==> src/rtl/ctlbus_pkg.sv <==
`timescale 1ns/1ps
package ctlbus_pkg;

  typedef enum logic [1:0] {
    ST_IDLE   = 2'd0,
    ST_SETUP  = 2'd1,
    ST_STROBE = 2'd2,
    ST_HOLD   = 2'd3
  } seq_state_t;

  // number of set bits in a selection vector, zero-extended to 32 bits
  function automatic int unsigned bit_total(input logic [31:0] v);
    int unsigned n;
    n = 0;
    for (int i = 0; i < 32; i++) n += int'(v[i]);
    return n;
  endfunction

endpackage

==> src/rtl/ctlbus_req_check.sv <==
`timescale 1ns/1ps
module ctlbus_req_check #(
  parameter int N_EN = 3
) (
  input  logic [N_EN-1:0] sel,
  output logic            sel_ok
);
  import ctlbus_pkg::*;

  always_comb sel_ok = (bit_total(32'(sel)) == 1);

endmodule

==> src/rtl/ctlbus_seq.sv <==
`timescale 1ns/1ps
module ctlbus_seq #(
  parameter int N_EN   = 3,
  parameter int ADDR_W = 4,
  parameter int DATA_W = 4
) (
  input  logic              clk,
  input  logic              rst_n,
  input  logic              start,
  input  logic              start_write,
  input  logic [N_EN-1:0]   start_sel,
  input  logic [ADDR_W-1:0] start_addr,
  input  logic [DATA_W-1:0] start_wdata,
  output logic              idle,
  output logic              done,
  output logic [DATA_W-1:0] rdata,
  output logic [N_EN-1:0]   bus_en,
  output logic [ADDR_W-1:0] bus_addr,
  output logic [DATA_W-1:0] bus_data_out,
  output logic              bus_data_oe,
  input  logic [DATA_W-1:0] bus_data_in
);
  import ctlbus_pkg::*;

  seq_state_t        state_q;
  logic              wr_q;
  logic [N_EN-1:0]   sel_q;
  logic [N_EN-1:0]   en_q;
  logic [ADDR_W-1:0] addr_q;
  logic [DATA_W-1:0] data_q;
  logic              oe_q;
  logic              done_q;
  logic [DATA_W-1:0] rdata_q;

  // named event: the cycle in which the returned nibble is captured
  logic capture_evt;
  assign capture_evt = (state_q == ST_HOLD);

  always_ff @(posedge clk) begin
    if (!rst_n) begin
      state_q <= ST_IDLE;
      wr_q    <= 1'b0;
      sel_q   <= '0;
      addr_q  <= '0;
      data_q  <= '0;
      oe_q    <= 1'b0;
      done_q  <= 1'b0;
      rdata_q <= '0;
    end else begin
      done_q <= 1'b0;
      case (state_q)
        ST_IDLE: begin
          if (start) begin
            wr_q    <= start_write;
            sel_q   <= start_sel;
            addr_q  <= start_addr;
            data_q  <= start_wdata;
            oe_q    <= start_write;
            state_q <= ST_SETUP;
          end
        end
        ST_SETUP:  state_q <= ST_STROBE;
        ST_STROBE: state_q <= ST_HOLD;
        ST_HOLD: begin
          rdata_q <= wr_q ? '0 : bus_data_in;
          oe_q    <= 1'b0;
          done_q  <= 1'b1;
          state_q <= ST_IDLE;
        end
        default: state_q <= ST_IDLE;
      endcase
    end
  end

  // one strobe register per bank enable
  for (genvar g = 0; g < N_EN; g++) begin : g_strobe
    always_ff @(posedge clk) begin
      if (!rst_n) en_q[g] <= 1'b0;
      else        en_q[g] <= (state_q == ST_SETUP) && sel_q[g];
    end
  end

  assign idle         = (state_q == ST_IDLE);
  assign done         = done_q;
  assign rdata        = rdata_q;
  assign bus_en       = en_q;
  assign bus_addr     = addr_q;
  assign bus_data_out = data_q;
  assign bus_data_oe  = oe_q;

  // never more than one bank strobed
  a_r3_single_enable: assert property (@(posedge clk) disable iff (!rst_n)
    $onehot0(bus_en));

  // the strobe lasts exactly one cycle
  a_r2_enable_one_cycle: assert property (@(posedge clk) disable iff (!rst_n)
    (bus_en != '0) |=> (bus_en == '0));

  // address and data settled before the strobe and held after it
  a_r4_setup_before_enable: assert property (@(posedge clk) disable iff (!rst_n)
    (bus_en != '0) |-> ($stable(bus_addr) && $stable(bus_data_out)));
  a_r4_hold_after_enable: assert property (@(posedge clk) disable iff (!rst_n)
    (bus_en != '0) |=> ($stable(bus_addr) && $stable(bus_data_out) && $stable(bus_data_oe)));

  // a read leaves the data lines released while the bank answers
  a_r5_read_released: assert property (@(posedge clk) disable iff (!rst_n)
    ((bus_en != '0) && !wr_q) |-> !bus_data_oe);

  // the response follows the capture cycle
  a_r2_done_after_capture: assert property (@(posedge clk) disable iff (!rst_n)
    capture_evt |=> done);

endmodule

==> src/rtl/ctlbus_tick.sv <==
`timescale 1ns/1ps
module ctlbus_tick #(
  parameter int CNT_W = 8
) (
  input  logic             clk,
  input  logic             rst_n,
  input  logic             tick_in,
  input  logic             irq_ack,
  output logic             irq_pending,
  output logic             irq_overrun,
  output logic [CNT_W-1:0] tick_count
);

  function automatic logic [CNT_W-1:0] count_step(input logic [CNT_W-1:0] c);
    return c + 1'b1;
  endfunction

  logic             prev_q;
  logic             pend_q;
  logic             ovr_q;
  logic [CNT_W-1:0] cnt_q;

  // named events
  logic tick_rise;
  logic ack_taken;
  logic miss_evt;
  assign tick_rise = tick_in && !prev_q;
  assign ack_taken = irq_ack && pend_q;
  assign miss_evt  = tick_rise && pend_q && !irq_ack;

  always_ff @(posedge clk) begin
    if (!rst_n) begin
      prev_q <= 1'b0;
      pend_q <= 1'b0;
      ovr_q  <= 1'b0;
      cnt_q  <= '0;
    end else begin
      prev_q <= tick_in;
      if (ack_taken) cnt_q <= count_step(cnt_q);
      if (tick_rise)      pend_q <= 1'b1;
      else if (ack_taken) pend_q <= 1'b0;
      if (miss_evt) ovr_q <= 1'b1;
    end
  end

  assign irq_pending = pend_q;
  assign irq_overrun = ovr_q;
  assign tick_count  = cnt_q;

  // pending stays until acknowledged
  a_r9_pending_holds: assert property (@(posedge clk) disable iff (!rst_n)
    (irq_pending && !irq_ack) |=> irq_pending);

  // a rising tick always leaves the flag set
  a_r9_rise_sets: assert property (@(posedge clk) disable iff (!rst_n)
    tick_rise |=> irq_pending);

  // count moves only on an accepted acknowledge
  a_r10_count_quiet: assert property (@(posedge clk) disable iff (!rst_n)
    !(irq_ack && irq_pending) |=> $stable(tick_count));

  // overrun is sticky
  a_r11_overrun_sticky: assert property (@(posedge clk) disable iff (!rst_n)
    irq_overrun |=> irq_overrun);

endmodule

==> src/rtl/ctlbus_master.sv <==
`timescale 1ns/1ps
module ctlbus_master #(
  parameter int N_EN   = 3,
  parameter int ADDR_W = 4,
  parameter int DATA_W = 4,
  parameter int CNT_W  = 8
) (
  input  logic              clk,
  input  logic              rst_n,
  input  logic              req_valid,
  input  logic              req_write,
  input  logic [N_EN-1:0]   req_sel,
  input  logic [ADDR_W-1:0] req_addr,
  input  logic [DATA_W-1:0] req_wdata,
  output logic              req_ready,
  output logic              rsp_valid,
  output logic              rsp_err,
  output logic [DATA_W-1:0] rsp_rdata,
  output logic [N_EN-1:0]   bus_en,
  output logic [ADDR_W-1:0] bus_addr,
  output logic [DATA_W-1:0] bus_data_out,
  output logic              bus_data_oe,
  input  logic [DATA_W-1:0] bus_data_in,
  input  logic              tick_in,
  input  logic              irq_ack,
  output logic              irq_pending,
  output logic              irq_overrun,
  output logic [CNT_W-1:0]  tick_count
);

  logic sel_ok;
  logic seq_idle;
  logic seq_done;
  logic err_q;

  // named events
  logic take_req;
  logic reject_req;
  assign take_req   = req_valid && seq_idle && sel_ok;
  assign reject_req = req_valid && seq_idle && !sel_ok;

  ctlbus_req_check #(.N_EN(N_EN)) i_check (
    .sel    (req_sel),
    .sel_ok (sel_ok)
  );

  ctlbus_seq #(.N_EN(N_EN), .ADDR_W(ADDR_W), .DATA_W(DATA_W)) i_seq (
    .clk          (clk),
    .rst_n        (rst_n),
    .start        (take_req),
    .start_write  (req_write),
    .start_sel    (req_sel),
    .start_addr   (req_addr),
    .start_wdata  (req_wdata),
    .idle         (seq_idle),
    .done         (seq_done),
    .rdata        (rsp_rdata),
    .bus_en       (bus_en),
    .bus_addr     (bus_addr),
    .bus_data_out (bus_data_out),
    .bus_data_oe  (bus_data_oe),
    .bus_data_in  (bus_data_in)
  );

  ctlbus_tick #(.CNT_W(CNT_W)) i_tick (
    .clk         (clk),
    .rst_n       (rst_n),
    .tick_in     (tick_in),
    .irq_ack     (irq_ack),
    .irq_pending (irq_pending),
    .irq_overrun (irq_overrun),
    .tick_count  (tick_count)
  );

  always_ff @(posedge clk) begin
    if (!rst_n) err_q <= 1'b0;
    else        err_q <= reject_req;
  end

  assign req_ready = seq_idle;
  assign rsp_valid = err_q || seq_done;
  assign rsp_err   = err_q;

  // a rejection leaves the bus quiet and the master idle
  a_r7_reject_quiet: assert property (@(posedge clk) disable iff (!rst_n)
    rsp_err |-> ((bus_en == '0) && req_ready));

  // a rejected request is answered on the next cycle
  a_r7_reject_answer: assert property (@(posedge clk) disable iff (!rst_n)
    reject_req |=> (rsp_valid && rsp_err));

  // a request while busy starts nothing
  a_r8_busy_ignored: assert property (@(posedge clk) disable iff (!rst_n)
    (!req_ready) |=> !rsp_err);

endmodule

==> config.mk <==
export PLATFORM = sky130hd
export DESIGN_NAME = ctlbus_master
export DESIGN_NICKNAME = d
export VERILOG_FILES = /design/src/rtl/ctlbus_pkg.sv /design/src/rtl/ctlbus_req_check.sv /design/src/rtl/ctlbus_seq.sv /design/src/rtl/ctlbus_tick.sv /design/src/rtl/ctlbus_master.sv
export SDC_FILE = /design/constraint.sdc
export NUM_CORES = 1
export LEC_CHECK = 0
export CAP_MARGIN = 10
export CORE_UTILIZATION = 35
export DETAILED_ROUTE_END_ITERATION = 10
export PLACE_DENSITY = 0.62
export RECOVER_POWER = 50
export SLEW_MARGIN = 20
export SYNTH_ARGS = -nofsm -noshare
export SYNTH_HDL_FRONTEND = slang
export SYNTH_SLANG_ARGS = --single-unit
==> constraint.sdc <==
create_clock -name clk -period 3.76 [get_ports clk]
set_input_delay 0.752 -clock clk [delete_from_list [all_inputs] [get_ports clk]]
set_output_delay 0.752 -clock clk [all_outputs]
set_load 0.02 [all_outputs]
After elaboration in Yosys (flattened, before gate mapping)
Cells that the tools add are included.
Storage, ports and cells
  register bits after elaboration: 35
  bits in latches: 0
  memory bits (writable): 0
  ROM bits: 0
  input port bits: 21
  output and inout port bits: 29
  logic and storage cells: 51
  memories: 0
Operators by class
  add/sub/neg operators: 3
  multiply operators: 0
  divide/modulo/power cells: 0
  order comparisons: 0
  equality and inequality tests: 5
  shift-type cells: 0
  mux-type cells: 8
  bitwise operators: 0
  reductions and logical operators: 19
Operators with widths (count)
  adder 32 x 1 -> 32 bit: 1
  equality test 32 x 1 -> 1 bit (second input constant): 1
  logical AND 1 bit: 10
  adder 8 x 1 -> 8 bit (second input constant): 1
  one-hot mux 2 bit (4 select lines): 1
  equality test 2 bit (second input constant): 2
  two-way mux 1 bit: 4
  two-way mux 4 bit: 1
  AND reduction 2 bit: 2
  nonzero test 2 bit: 2
  zero test 1 bit: 3
  adder 1 x 1 -> 2 bit: 1
  equality test 2 x 1 -> 1 bit (second input constant): 1
  zero test 2 bit: 1
  two-way mux 2 bit: 1
  inequality test 2 x 1 -> 1 bit (second input constant): 1
  one-hot mux 1 bit (2 select lines): 1
  logical OR 1 bit: 1

Depth between registers and ports, before layout
  depth after elaboration: 6
  gate-level depth with buffers: 7
  depth with buffers taken out: 6

Cells and area by module
A second synthesis with hierarchy kept.
Second synthesis, totals
  cells, all modules: 156
  area total of the unflattened synthesis: 1457.6 sq um
Modules (own cells, without submodules)
  ctlbus_seq: instances 1, cells an instance 100, area each 932.1 sq um, seq. area each 460.4 sq um
  ctlbus_tick: instances 1, cells an instance 50, area each 447.9 sq um, seq. area each 220.2 sq um
  ctlbus_master: instances 1, cells an instance 4, area each 43.8 sq um, seq. area each 20.0 sq um
  ctlbus_req_check: instances 1, cells an instance 2, area each 33.8 sq um, seq. area each 0.0 sq um

Worst setup path after synthesis
No wires, ideal clock.
  path kind: input to register
  start point: in req_sel[0]
  end point: reg i_seq.addr_q[0], in the netlist i_seq.bus_addr[0]
  library setup time: 0.132 ns
  arrival: 2.186 ns
  data required time: 3.628 ns
  path slack: 1.442 ns
  stages: 7
  buffers on the path: 1
  cells stage by stage: ha_1 > ha_1 > ha_1 > or3b_1 > clkbuf_1 > o21ai_0 > a21oi_1
On the way
  word-level cells in the longest chain between the ends: 5
Ends and longest elaborated chain
  start, declared: line ctlbus_master.sv:12  | input logic [N_EN-1:0] req_sel,
  adder 1 x 1 -> 2 bit: line ctlbus_pkg.sv:15  | for (int i = 0; i < 32; i++) n += int'(v[i]);
  adder 32 x 1 -> 32 bit: line ctlbus_pkg.sv:15
  equality test 32 x 1 -> 1 bit: line ctlbus_req_check.sv:10  | always_comb sel_ok = (bit_total(32'(sel)) == 1);
  logical AND 1 bit: line ctlbus_master.sv:39  | assign take_req = req_valid && seq_idle && sel_ok;
  AND reduction 2 bit (no line)
  end signal, assigned: line ctlbus_seq.sv:56  | addr_q <= start_addr;
  end, declared: line ctlbus_seq.sv:29  | logic [ADDR_W-1:0] addr_q;
Every way passes these cells.
A chain may end at the register's enable or synchronous reset.

Worst setup path in the final report
  start point: in req_sel[0]
  end point: reg i_seq.sel_q[2]
On the way
  word-level cells in the longest chain between the ends: 5
Ends and longest elaborated chain
  adder 1 x 1 -> 2 bit: line ctlbus_pkg.sv:15
  adder 32 x 1 -> 32 bit: line ctlbus_pkg.sv:15
  equality test 32 x 1 -> 1 bit: line ctlbus_req_check.sv:10
  logical AND 1 bit: line ctlbus_master.sv:39
  AND reduction 2 bit (no line)
  end signal, assigned: line ctlbus_seq.sv:55  | sel_q <= start_sel;
  end, declared: line ctlbus_seq.sv:27  | logic [N_EN-1:0] sel_q;
Every way passes these cells.

==> flow_summary.toml <==
[setup_path]
r2r_setup_slack_ns = 2.10
cp-startpoint = "req_sel[0]"
max_stage_delay_ns = 0.54
crit_family = "adder cells"
crit_slowest_cell = "or3b_1"
cp_cell_sequence = "clkdlybuf4s50_1, ha_1, ha_1, ha_1, or3b_1, o21ai_0, a21oi_1"
criticalPathCategory = "in2reg"
rr_worst_depth = 5
endpoint = "i_seq.sel_q[2]$_SDFFE_PN0P_"
r2r-end = "i_seq.bus_data_oe$_SDFFE_PN0P_"
startpoint_type = "input port"
critPathRequiredTime_ns = 3.89
arrival_ns = 2.86
path_buf_inv = 1
end_kind = "register"
cp_max_fo = 13
worstReg2RegStart = "i_seq.state_q[0]$_SDFFE_PN0P_"
cp.depth = 7
crit_top_cell = "ha_1"

[placement]
placed_area_mm2 = 0.002029
port_buffers = 49
dp_slack_ns = 0.8150
hpwl_mm = 2.606
gp_congestion = 0.7705

[timing]
finalSetupViolations = 0
fmax_mhz = 366.0
setup_ws_ns = 1.028
slew_headroom_pct = 43.48
min_period_ns = 2.732
finClkSkew_ns = 0.004965
slew_viol_final = 0
fin_setup_tns_ns = 0
final.period_utilization_pct = 72.67
worst_pin_slew_ns = 0.8469
finalHoldViolations = 0
rsz0062_at_grt = "false"
hold_ws_ns = 0.4651

[clock_network]
cts-resized-gates = 0
clkLatencyLatePin_ns = 0.28
cts_tree = "done"
htree_levels = 2
numCtsBuffers = 5
clk_pin_slew_ns = 0.07
cts_hold_buf = 0
post_cts_buffers = 0
clk_path_buf_depth = 2
cts_root_buf = "clkbuf_8"
clock-sinks = 35

[global_route]
gr-usage-all-layers_pct = 17.47
grt_overflow = 0
antenna_found_initial = 0
grt_max_degree = 29
grt_pass1_wl_mm = 5.927
grt_pass1_vias = 1333

[layout]
multi_input_area_um2 = 742.0
final_cell_mix = "35 x dfxtp_1, 34 x clkdlybuf4s50_1, 23 x a21oi_1"
regArea_um2 = 700.7
drive_gt1_share_pct = 6.944
fin_nets = 246
final_common_cell = "dfxtp_1"
fill_cells = 351
diodes = 0
design_area_mm2 = 0.002147
areaGrowthSynthToFinish_pct = 43.72

[die]
die-area_mm2 = 0.004533
fp-row-count = 23
ios = 50
die-height_um = 67.33
initial_utilization_pct = 36.82
dieWidth_um = 67.33
core_area_mm2 = 0.004058

[routing]
via_count = 1360
drt-total-wl_mm = 3.555
drc = 0
firstDrtPassIters = 4
via_per_inst = 5.113
drt-wirelength-per-cell_um = 13.36
postRouteAntennaNets = 0
drt_iter0_drc = 60

[yosys]
synth_cells = 164
yosysSeqAreaShare_pct = 46.90
syn-num-nets = 195
synth_area_mm2 = 0.001494
ys_ff_latch = 35
synth_cell_types = 38
avgSynthCellArea_um2 = 9.109
ys_warn_count = 0

[hold_path]
hp-class = "reg2reg"

[job]
maxCapViolCount = 0

[pwr]
irDropWorstVdd_mv = 0.2798
finalPower_mw = 1.024
powerDensity_mw_per_mm2 = 477.0
leakagePower_nw = 0.8503

[status]
outcome = "complete, no violations"
sequential cells by signal (all words and copies together), names as in the netlist, 2 cells and up:
signal,flops
i_seq.state_q,2
i_seq.bus_data_out,4
i_seq.sel_q,3
i_seq.bus_en,3
i_tick.tick_count,8
i_seq.rdata,4
i_seq.bus_addr,4
area by class of cell:
cell class,instances,area share (%)
multi-input combinational,116,34.56
tap,50,2.914
clock buffer,6,3.846
inverter,7,1.224
clock inverter,2,1.632
timing repair buffer,50,23.19
sequential,35,32.63
worst min-delay path by stage:
stage / startpoint / endpoint / slack [ns] / cells after the start
2_1_floorplan: i_seq.sel_q[0]$_SDFFE_PN0P_ / i_seq.bus_en[0]$_SDFF_PN0_ / 0.45 / 1
3_3_place_gp: i_tick.irq_overrun$_SDFFE_PN0P_ / i_tick.irq_overrun$_SDFFE_PN0P_ / 0.45 / 1
3_5_place_dp: i_tick.irq_overrun$_SDFFE_PN0P_ / i_tick.irq_overrun$_SDFFE_PN0P_ / 0.46 / 1
4_1_cts: i_tick.irq_overrun$_SDFFE_PN0P_ / i_tick.irq_overrun$_SDFFE_PN0P_ / 0.47 / 1
5_1_grt: i_tick.irq_overrun$_SDFFE_PN0P_ / i_tick.irq_overrun$_SDFFE_PN0P_ / 0.49 / 1
6_report: i_tick.irq_overrun$_SDFFE_PN0P_ / i_tick.irq_overrun$_SDFFE_PN0P_ / 0.47 / 1
cells in the mapped netlist:
cell	count	area share, %
o31ai_1	2	1.0
and2_1	3	1.3
nand3_1	18	6.0
and3_1	4	1.7
or3_2	1	0.50
nor2_1	7	1.8
a21oi_1	23	7.7
ha_1	9	7.5
o21ai_1	1	0.33
a21boi_0	1	0.50
nor2b_1	6	2.5
xor2_1	2	1.2
inv_1	6	1.5
fa_1	1	1.3
or2_2	1	0.42
nand2_1	3	0.75
clkbuf_1	2	0.50
o21a_1	2	1.0
or3_1	2	0.84
o21ai_0	15	5.0
a211oi_1	1	0.50
nand4_2	1	0.84
dfxtp_1	35	47
nand4b_1	1	0.59
nand4_1	1	0.42
nand2_2	1	0.42
buf_2	2	0.67
nor3_1	1	0.33
nand2b_1	1	0.42
or3b_1	1	0.59
a311oi_1	1	0.59
buf_1	2	0.50
or4_1	2	1.0
a31oi_1	1	0.42
nor3b_2	1	0.84
inv_2	1	0.25
nand4bb_1	1	0.75
or2b_2	1	0.59
logic make-up (layout without fill, tap and decap cells):
logic type	after synthesis	after routing	share of synthesized area (%)
compound gates	47	47	17.09
xor+xnor	2	2	1.173
fa+ha+maj	10	10	8.878
buf+inv	13	65	3.434
flops	35	35	46.90
simple gates	57	57	22.53
report_power, final:
group | internal [mW] | switching (mW) | total (mW) | leakage, nW
logic | 0.110 | 0.146 | 0.257 | 0.505
clock network | 0.214 | 0.133 | 0.347 | 0.0612
registers | 0.400 | 0.0200 | 0.420 | 0.284
total | 0.725 | 0.299 | 1.02 | 0.850
stage by stage:
step / util (%) / cells
3_3_place_gp: 50.02 / 258
5_1_grt: 52.91 / 266
6_report: 52.91 / 266
4_1_cts: 52.91 / 266
3_5_place_dp: 50.02 / 258
2_1_floorplan: - / 164
routing by layer:
metal,vias to the layer above,global-route usage [%],wire length [um]
met5,-,0,0
met3,4,4.899,221
met2,50,29.50,1722
met4,0,7.713,48
met1,624,20.46,1563
li1,682,-,-
No activity file was read; power rests on OpenSTA's default activity.
